==> src/rtl/dtpair_pkg.sv <==
package dtpair_pkg;
  localparam int CODE_W = 8;
  localparam int CNT_W  = 11;
  localparam int LOCK_W = 2;
  localparam int DATA_W = CODE_W + 1;

  typedef enum logic {
    ADDR_RISE = 1'b0,
    ADDR_FALL = 1'b1
  } cfg_addr_e;

  typedef struct packed {
    logic              asym;
    logic [CODE_W-1:0] fall_code;
    logic [CODE_W-1:0] rise_code;
  } dt_cfg_t;
endpackage

==> src/rtl/dtpair_cfg_regs.sv <==
module dtpair_cfg_regs
  import dtpair_pkg::*;
#(
  parameter int CW = CODE_W,
  parameter int LW = LOCK_W,
  localparam int DW = CW + 1
) (
  input  logic          clk,
  input  logic          rst_n,
  input  logic          we,
  input  logic          addr,
  input  logic [DW-1:0] wdata,
  input  logic [LW-1:0] lock_lvl,
  output dt_cfg_t       cfg
);
  logic unlocked;
  assign unlocked = (lock_lvl == '0);

  always_ff @(posedge clk) begin
    if (!rst_n) begin
      cfg <= '0;
    end else if (we && unlocked) begin
      if (addr == ADDR_RISE) begin
        cfg.rise_code <= wdata[CW-1:0];
      end else begin
        cfg.fall_code <= wdata[CW-1:0];
        cfg.asym      <= wdata[CW];
      end
    end
  end

  // a write at any nonzero lock level leaves every field untouched
  assert_locked_hold_R12: assert property (@(posedge clk) disable iff (!rst_n)
    (we && lock_lvl != '0) |=> $stable(cfg));

  // an unlocked write to address 1 lands on the next clock
  assert_fall_write_R12: assert property (@(posedge clk) disable iff (!rst_n)
    (we && lock_lvl == '0 && addr == ADDR_FALL)
      |=> (cfg.fall_code == $past(wdata[CW-1:0]) && cfg.asym == $past(wdata[CW])));
endmodule

==> src/rtl/dtpair_code_decode.sv <==
module dtpair_code_decode
  import dtpair_pkg::*;
#(
  parameter int CW = CODE_W,
  parameter int NW = CNT_W
) (
  input  logic [CW-1:0] code,
  output logic [NW-1:0] ticks
);
  localparam int MID_BASE  = 64;
  localparam int HIGH_BASE = 32;
  localparam int SH_MID    = 1;
  localparam int SH_HIGH   = 3;
  localparam int SH_TOP    = 4;

  always_comb begin
    casez (code[CW-1:CW-3])
      3'b0??:  ticks = NW'(code[CW-2:0]);
      3'b10?:  ticks = (NW'(code[CW-3:0]) + NW'(MID_BASE)) << SH_MID;
      3'b110:  ticks = (NW'(code[CW-4:0]) + NW'(HIGH_BASE)) << SH_HIGH;
      default: ticks = (NW'(code[CW-4:0]) + NW'(HIGH_BASE)) << SH_TOP;
    endcase
  end
endmodule

==> src/rtl/dtpair_edge_channel.sv <==
module dtpair_edge_channel
  import dtpair_pkg::*;
#(
  parameter int NW = CNT_W,
  parameter int MAX_TICKS = 1008
) (
  input  logic          clk,
  input  logic          rst_n,
  input  logic          want,
  input  logic          tick,
  input  logic [NW-1:0] delay,
  output logic          out_q
);
  logic          want_q;
  logic [NW-1:0] cnt;

  always_ff @(posedge clk) begin
    if (!rst_n) begin
      want_q <= 1'b0;
      cnt    <= '0;
      out_q  <= 1'b0;
    end else begin
      want_q <= want;
      if (!want) begin
        cnt   <= '0;
        out_q <= 1'b0;
      end else if (!want_q) begin
        cnt   <= delay;
        out_q <= (delay == '0);
      end else if (cnt != '0 && tick) begin
        cnt <= cnt - NW'(1);
        if (cnt == NW'(1)) out_q <= 1'b1;
      end
    end
  end

  // once the reference leaves this output's level, the output is off next clock
  assert_off_when_unwanted_R11: assert property (@(posedge clk) disable iff (!rst_n)
    !want |=> !out_q);

  // a running gap does not advance on a clock without a tick
  assert_hold_without_tick_R10: assert property (@(posedge clk) disable iff (!rst_n)
    (want && want_q && cnt != '0 && !tick) |=> $stable(cnt));

  // the loaded gap never exceeds the largest decodable value
  assert_cnt_bound_R9: assert property (@(posedge clk) disable iff (!rst_n)
    cnt <= NW'(MAX_TICKS));
endmodule

==> src/rtl/dtpair_gen.sv <==
module dtpair_gen
  import dtpair_pkg::*;
#(
  parameter int CW = CODE_W,
  parameter int NW = CNT_W,
  parameter int LW = LOCK_W,
  localparam int DW = CW + 1,
  localparam int MAX_TICKS = ((1 << (CW - 3)) - 1 + 32) * 16
) (
  input  logic          clk,
  input  logic          rst_n,
  input  logic          cfg_we,
  input  logic          cfg_addr,
  input  logic [DW-1:0] cfg_wdata,
  input  logic [LW-1:0] lock_lvl,
  input  logic          dt_tick,
  input  logic          pwm_ref,
  output logic          out_main,
  output logic          out_comp
);
  localparam int NCH = 2;

  dt_cfg_t cfg;
  logic [NCH-1:0] ch_out;

  dtpair_cfg_regs #(.CW(CW), .LW(LW)) u_cfg (
    .clk      (clk),
    .rst_n    (rst_n),
    .we       (cfg_we),
    .addr     (cfg_addr),
    .wdata    (cfg_wdata),
    .lock_lvl (lock_lvl),
    .cfg      (cfg)
  );

  for (genvar g = 0; g < NCH; g++) begin : g_ch
    localparam bit IS_FALL = (g == 1);
    logic [CW-1:0] code;
    logic [NW-1:0] delay;
    logic          want;

    assign code = (IS_FALL && cfg.asym) ? cfg.fall_code : cfg.rise_code;
    assign want = IS_FALL ? ~pwm_ref : pwm_ref;

    dtpair_code_decode #(.CW(CW), .NW(NW)) u_dec (
      .code  (code),
      .ticks (delay)
    );

    dtpair_edge_channel #(.NW(NW), .MAX_TICKS(MAX_TICKS)) u_chan (
      .clk   (clk),
      .rst_n (rst_n),
      .want  (want),
      .tick  (dt_tick),
      .delay (delay),
      .out_q (ch_out[g])
    );
  end

  assign out_main = ch_out[0];
  assign out_comp = ch_out[1];

  // the pair is never on together
  assert_no_overlap_R2: assert property (@(posedge clk) disable iff (!rst_n)
    !(out_main && out_comp));

  // a high reference drops the complement on the following clock
  assert_comp_drop_R3: assert property (@(posedge clk) disable iff (!rst_n)
    pwm_ref |=> !out_comp);

  // a low reference drops the main output on the following clock
  assert_main_drop_R4: assert property (@(posedge clk) disable iff (!rst_n)
    !pwm_ref |=> !out_main);
endmodule

==> config.mk <==
export PLATFORM = sky130hd
export DESIGN_NAME = dtpair_gen
export DESIGN_NICKNAME = d
export VERILOG_FILES = /design/src/rtl/dtpair_pkg.sv /design/src/rtl/dtpair_cfg_regs.sv /design/src/rtl/dtpair_code_decode.sv /design/src/rtl/dtpair_edge_channel.sv /design/src/rtl/dtpair_gen.sv
export SDC_FILE = /design/constraint.sdc
export NUM_CORES = 1
export LEC_CHECK = 0
export ABC_AREA = 1
export BUFFER_PORTS_ARGS = -buffer_cell sky130_fd_sc_hd__buf_4
export CAP_MARGIN = 5
export CORE_ASPECT_RATIO = 1.2
export CORE_MARGIN = 8
export CORE_UTILIZATION = 60
export CTS_CLUSTER_SIZE = 30
export DETAILED_ROUTE_END_ITERATION = 8
export GPL_ROUTABILITY_DRIVEN = 0
export HOLD_SLACK_MARGIN = 0.15
export PLACE_DENSITY = 0.79
export RECOVER_POWER = 100
export SETUP_SLACK_MARGIN = 0.5
export SYNTH_ARGS = -nofsm -noshare
export SYNTH_HDL_FRONTEND = slang
export SYNTH_SLANG_ARGS = --single-unit
==> constraint.sdc <==
create_clock -name clk -period 4.2 [get_ports clk]
set_input_delay 0.21 -clock clk [delete_from_list [all_inputs] [get_ports clk]]
set_output_delay 0.21 -clock clk [all_outputs]
set_load 0.005 [all_outputs]
==> run metrics <==
status complete, no violations; via/cell ratio 5.41; crit-path max cell delay 850 ps; wire length of the first global-routing pass 11100 um; Setup TNS 0 ps; shortest period the worst path allows 2650 ps; Routed WL 6420 um; arrival time worst endpoint 2830 ps; Synth Instances 432; worst-path cell with the longest stage delay sky130_fd_sc_hd__dfxtp_1; post-CTS repair timing setup buffer count 0; top post-synthesis cells by area sky130_fd_sc_hd__dfxtp_1 31%, sky130_fd_sc_hd__nand2_1 14%, sky130_fd_sc_hd__o21ai_0 7.3%; final setup vio count 0; actual transition at the worst max-transition pin 809 ps; I/O Pins 19; maximum resistive drop on vdd 0.156 mV; Placement Rows 27; critical path class register to register; average cell area after synthesis 6.52 um2; number of slew-limit violations in the final report 0; htree depth 2; count of placed standard cells including taps 496; TritonCTS buffer count 5; worst clock skew on the final layout 3.02 ps; global routing usage on met1 0.222; final cell area excluding filler cells 2980 um2; count of instances resized after the clock tree is built 0; unrepaired setup endpoints after global routing false; worst-path fanout max 17; post-synthesis instance area 2820 um2; Tot GR Track Use 0.184; total number of yosys warnings 0; cell type with the highest aggregate area in the netlist sky130_fd_sc_hd__dfxtp_1; total count of hold-check failures in the final report 0; Synth Register Bits 43; Routed WL per cell 12.8 um; Die Outline Area 7150 um2; TritonCTS clock tree done; Final nets 466; number of port buffers 18; sequential element share of the synthesized area 0.306; sort of element at the end of the critical path register; half-perimeter wire length after placement 5120 um; count of unresolved DRC violations after routing 0; Hold-fix buffers, CTS 0; clk_lat worst skew 290 ps; fin crit share 0.630; count of placed standard cells in the final layout, fillers left out 503; syn nets 453; R2R Path Start u_cfg.cfg[16]; maximum buffer depth of the clock tree 2; startpoint types register; clk sink count 43; startpoint of the lowest-slack hold path dt_tick; Overflow after GRT 0; first-pass iteration count of the detailed router 4; power per unit of standard cell area 295 nW/um2; via count of the first global-routing pass 2563; gr busiest metal met2; number of max-cap violations 0; LEAKAGE 1.38 nW; clock root buffer master sky130_fd_sc_hd__clkbuf_8; leading cell types in the layout, fill and taps excluded 111 x sky130_fd_sc_hd__nand2_1, 52 x sky130_fd_sc_hd__inv_1, 44 x sky130_fd_sc_hd__o21ai_0; met3 layer usage reported by global route 0.0355; most frequent standard cell in the layout excluding fill and tap cells sky130_fd_sc_hd__nand2_1; instance area after placement 2940 um2; Detail Route Antenna Nets 0; share of post-route cells with drive strength above 1 0.133; clock transition at the registers of the reported paths 80 ps; area share of the largest cell type after synthesis 0.306; horizontal die dimension 78.5 um; starting density of the core 0.618; diodes inserted 0; CP required 4390 ps; die height 91.1 um; ordered list of cells on the worst path clkinvlp_2 -> nand2_2 -> nand2_1 -> nor2_1 -> nand2_1 -> nand3_1 -> nand2_1 -> nand2_1 -> nor2_1 -> nand2_1 -> nor2_2; most common cell type on the critical path sky130_fd_sc_hd__nand2_1; synth unique cells 38; growth of design area from synthesis to finish 5.73%; HP Class input pin to register; startpoint of the most critical setup path u_cfg.cfg[16]; maximum number of pins on one net before global-route repair 20; Slew headroom 0.460; met2 Resource Use GR 0.311; CORE AREA 4560 um2; overall via count from detail_route 2722; Fmax achieved 378 MHz; count of routing violations after the opening detailed-route iteration 151; number of antenna violations at the first check in global routing 0
[report_power, final]
| group | internal (W) | switching (W) |
|---|---|---|
| clock network | 0.000129 | 0.000133 |
| registers | 0.000423 | 0.0000162 |
| logic | 0.0000666 | 0.000112 |
| total | 0.000618 | 0.000261 |
[cells by family after synthesis]
group,Yosys count,share of synthesized area
AOI/OAI and AO/OA,99,0.203
and+or+nand+nor,207,0.338
buffers and inverters,72,0.113
adders and majority gates,4,0.0178
DFF,43,0.306
xor gates and xnor gates,7,0.0218
[state kept, by name, summed over array words and instances, names as in the netlist]
name                cells
u_cfg.cfg              17
g_ch.u_chan.cnt        22
g_ch.u_chan.out_q       2
g_ch.u_chan.want_q      2
[critical path: cells and delay by family (launching register included)]
family,cells,cell delay [ps]
simple gates,10,1110
flops,1,850
buf+inv,1,570
[routing by layer]
metal,routed length (um),up-vias
li1,-,1430
met1,2920,1211
met2,3090,69
met3,287,12
met4,119,0
met5,0,-
[synth_stat cells]
cell type                     n
sky130_fd_sc_hd__nand2_1    105
sky130_fd_sc_hd__inv_1       51
sky130_fd_sc_hd__dfxtp_1     43
sky130_fd_sc_hd__o21ai_0     41
sky130_fd_sc_hd__a21oi_1     34
sky130_fd_sc_hd__nor2_1      34
sky130_fd_sc_hd__nand3_1     23
sky130_fd_sc_hd__nand2_2     18
sky130_fd_sc_hd__inv_2        7
sky130_fd_sc_hd__o211ai_1     7
sky130_fd_sc_hd__nand4_1      6
sky130_fd_sc_hd__nor2_2       5
sky130_fd_sc_hd__nor3_1       5
sky130_fd_sc_hd__xor2_1       5
sky130_fd_sc_hd__clkbuf_1     4
sky130_fd_sc_hd__ha_1         4
sky130_fd_sc_hd__buf_2        3
sky130_fd_sc_hd__nand2_4      3
sky130_fd_sc_hd__nor2_4       3
sky130_fd_sc_hd__o21ai_1      3
sky130_fd_sc_hd__o22ai_1      3
sky130_fd_sc_hd__buf_4        2
sky130_fd_sc_hd__buf_6        2
sky130_fd_sc_hd__nand3_2      2
sky130_fd_sc_hd__nand3b_1     2
sky130_fd_sc_hd__o2111ai_1    2
sky130_fd_sc_hd__o21ai_2      2
sky130_fd_sc_hd__o21ai_4      2
sky130_fd_sc_hd__xnor2_1      2
sky130_fd_sc_hd__a211oi_1     1
sky130_fd_sc_hd__a211oi_2     1
sky130_fd_sc_hd__a31oi_1      1
sky130_fd_sc_hd__a41oi_1      1
sky130_fd_sc_hd__buf_12       1
sky130_fd_sc_hd__clkinv_2     1
sky130_fd_sc_hd__inv_6        1
sky130_fd_sc_hd__o311ai_0     1
sky130_fd_sc_hd__or2_2        1
[cell type report]
class,count,area [um2]
sequential,43,861
fill,488,1580
multi-input combinational,317,1600
clock inverter,1,5.00
inverter,60,228
clock buffer,6,82.6
tap,58,72.6
timing repair buffer,18,131
[per-stage QoR]
step	hold slack [ps]	power, W	setup WS, ps	utilization
3_3_place_gp	443	0.000630	2290	0.644
6_report	202	0.000879	1550	0.653
2_1_floorplan	352	0.000591	2710	-
4_1_cts	196	0.000895	2200	0.663
3_5_place_dp	451	0.000633	2220	0.644
5_1_grt	204	0.000933	1200	0.653
[path summary, 6_finish.rpt]
path | slack (ps) | endpoint | cells past startpoint
max | 1550 | g_ch[1].u_chan.out_q | 11
min | 200 | g_ch[1].u_chan.cnt[10] | 2
max reg2reg | 1550 | g_ch[1].u_chan.out_q | 11
min reg2reg | 460 | u_cfg.cfg[11] | 2
Power figures use the tool's default switching activity.
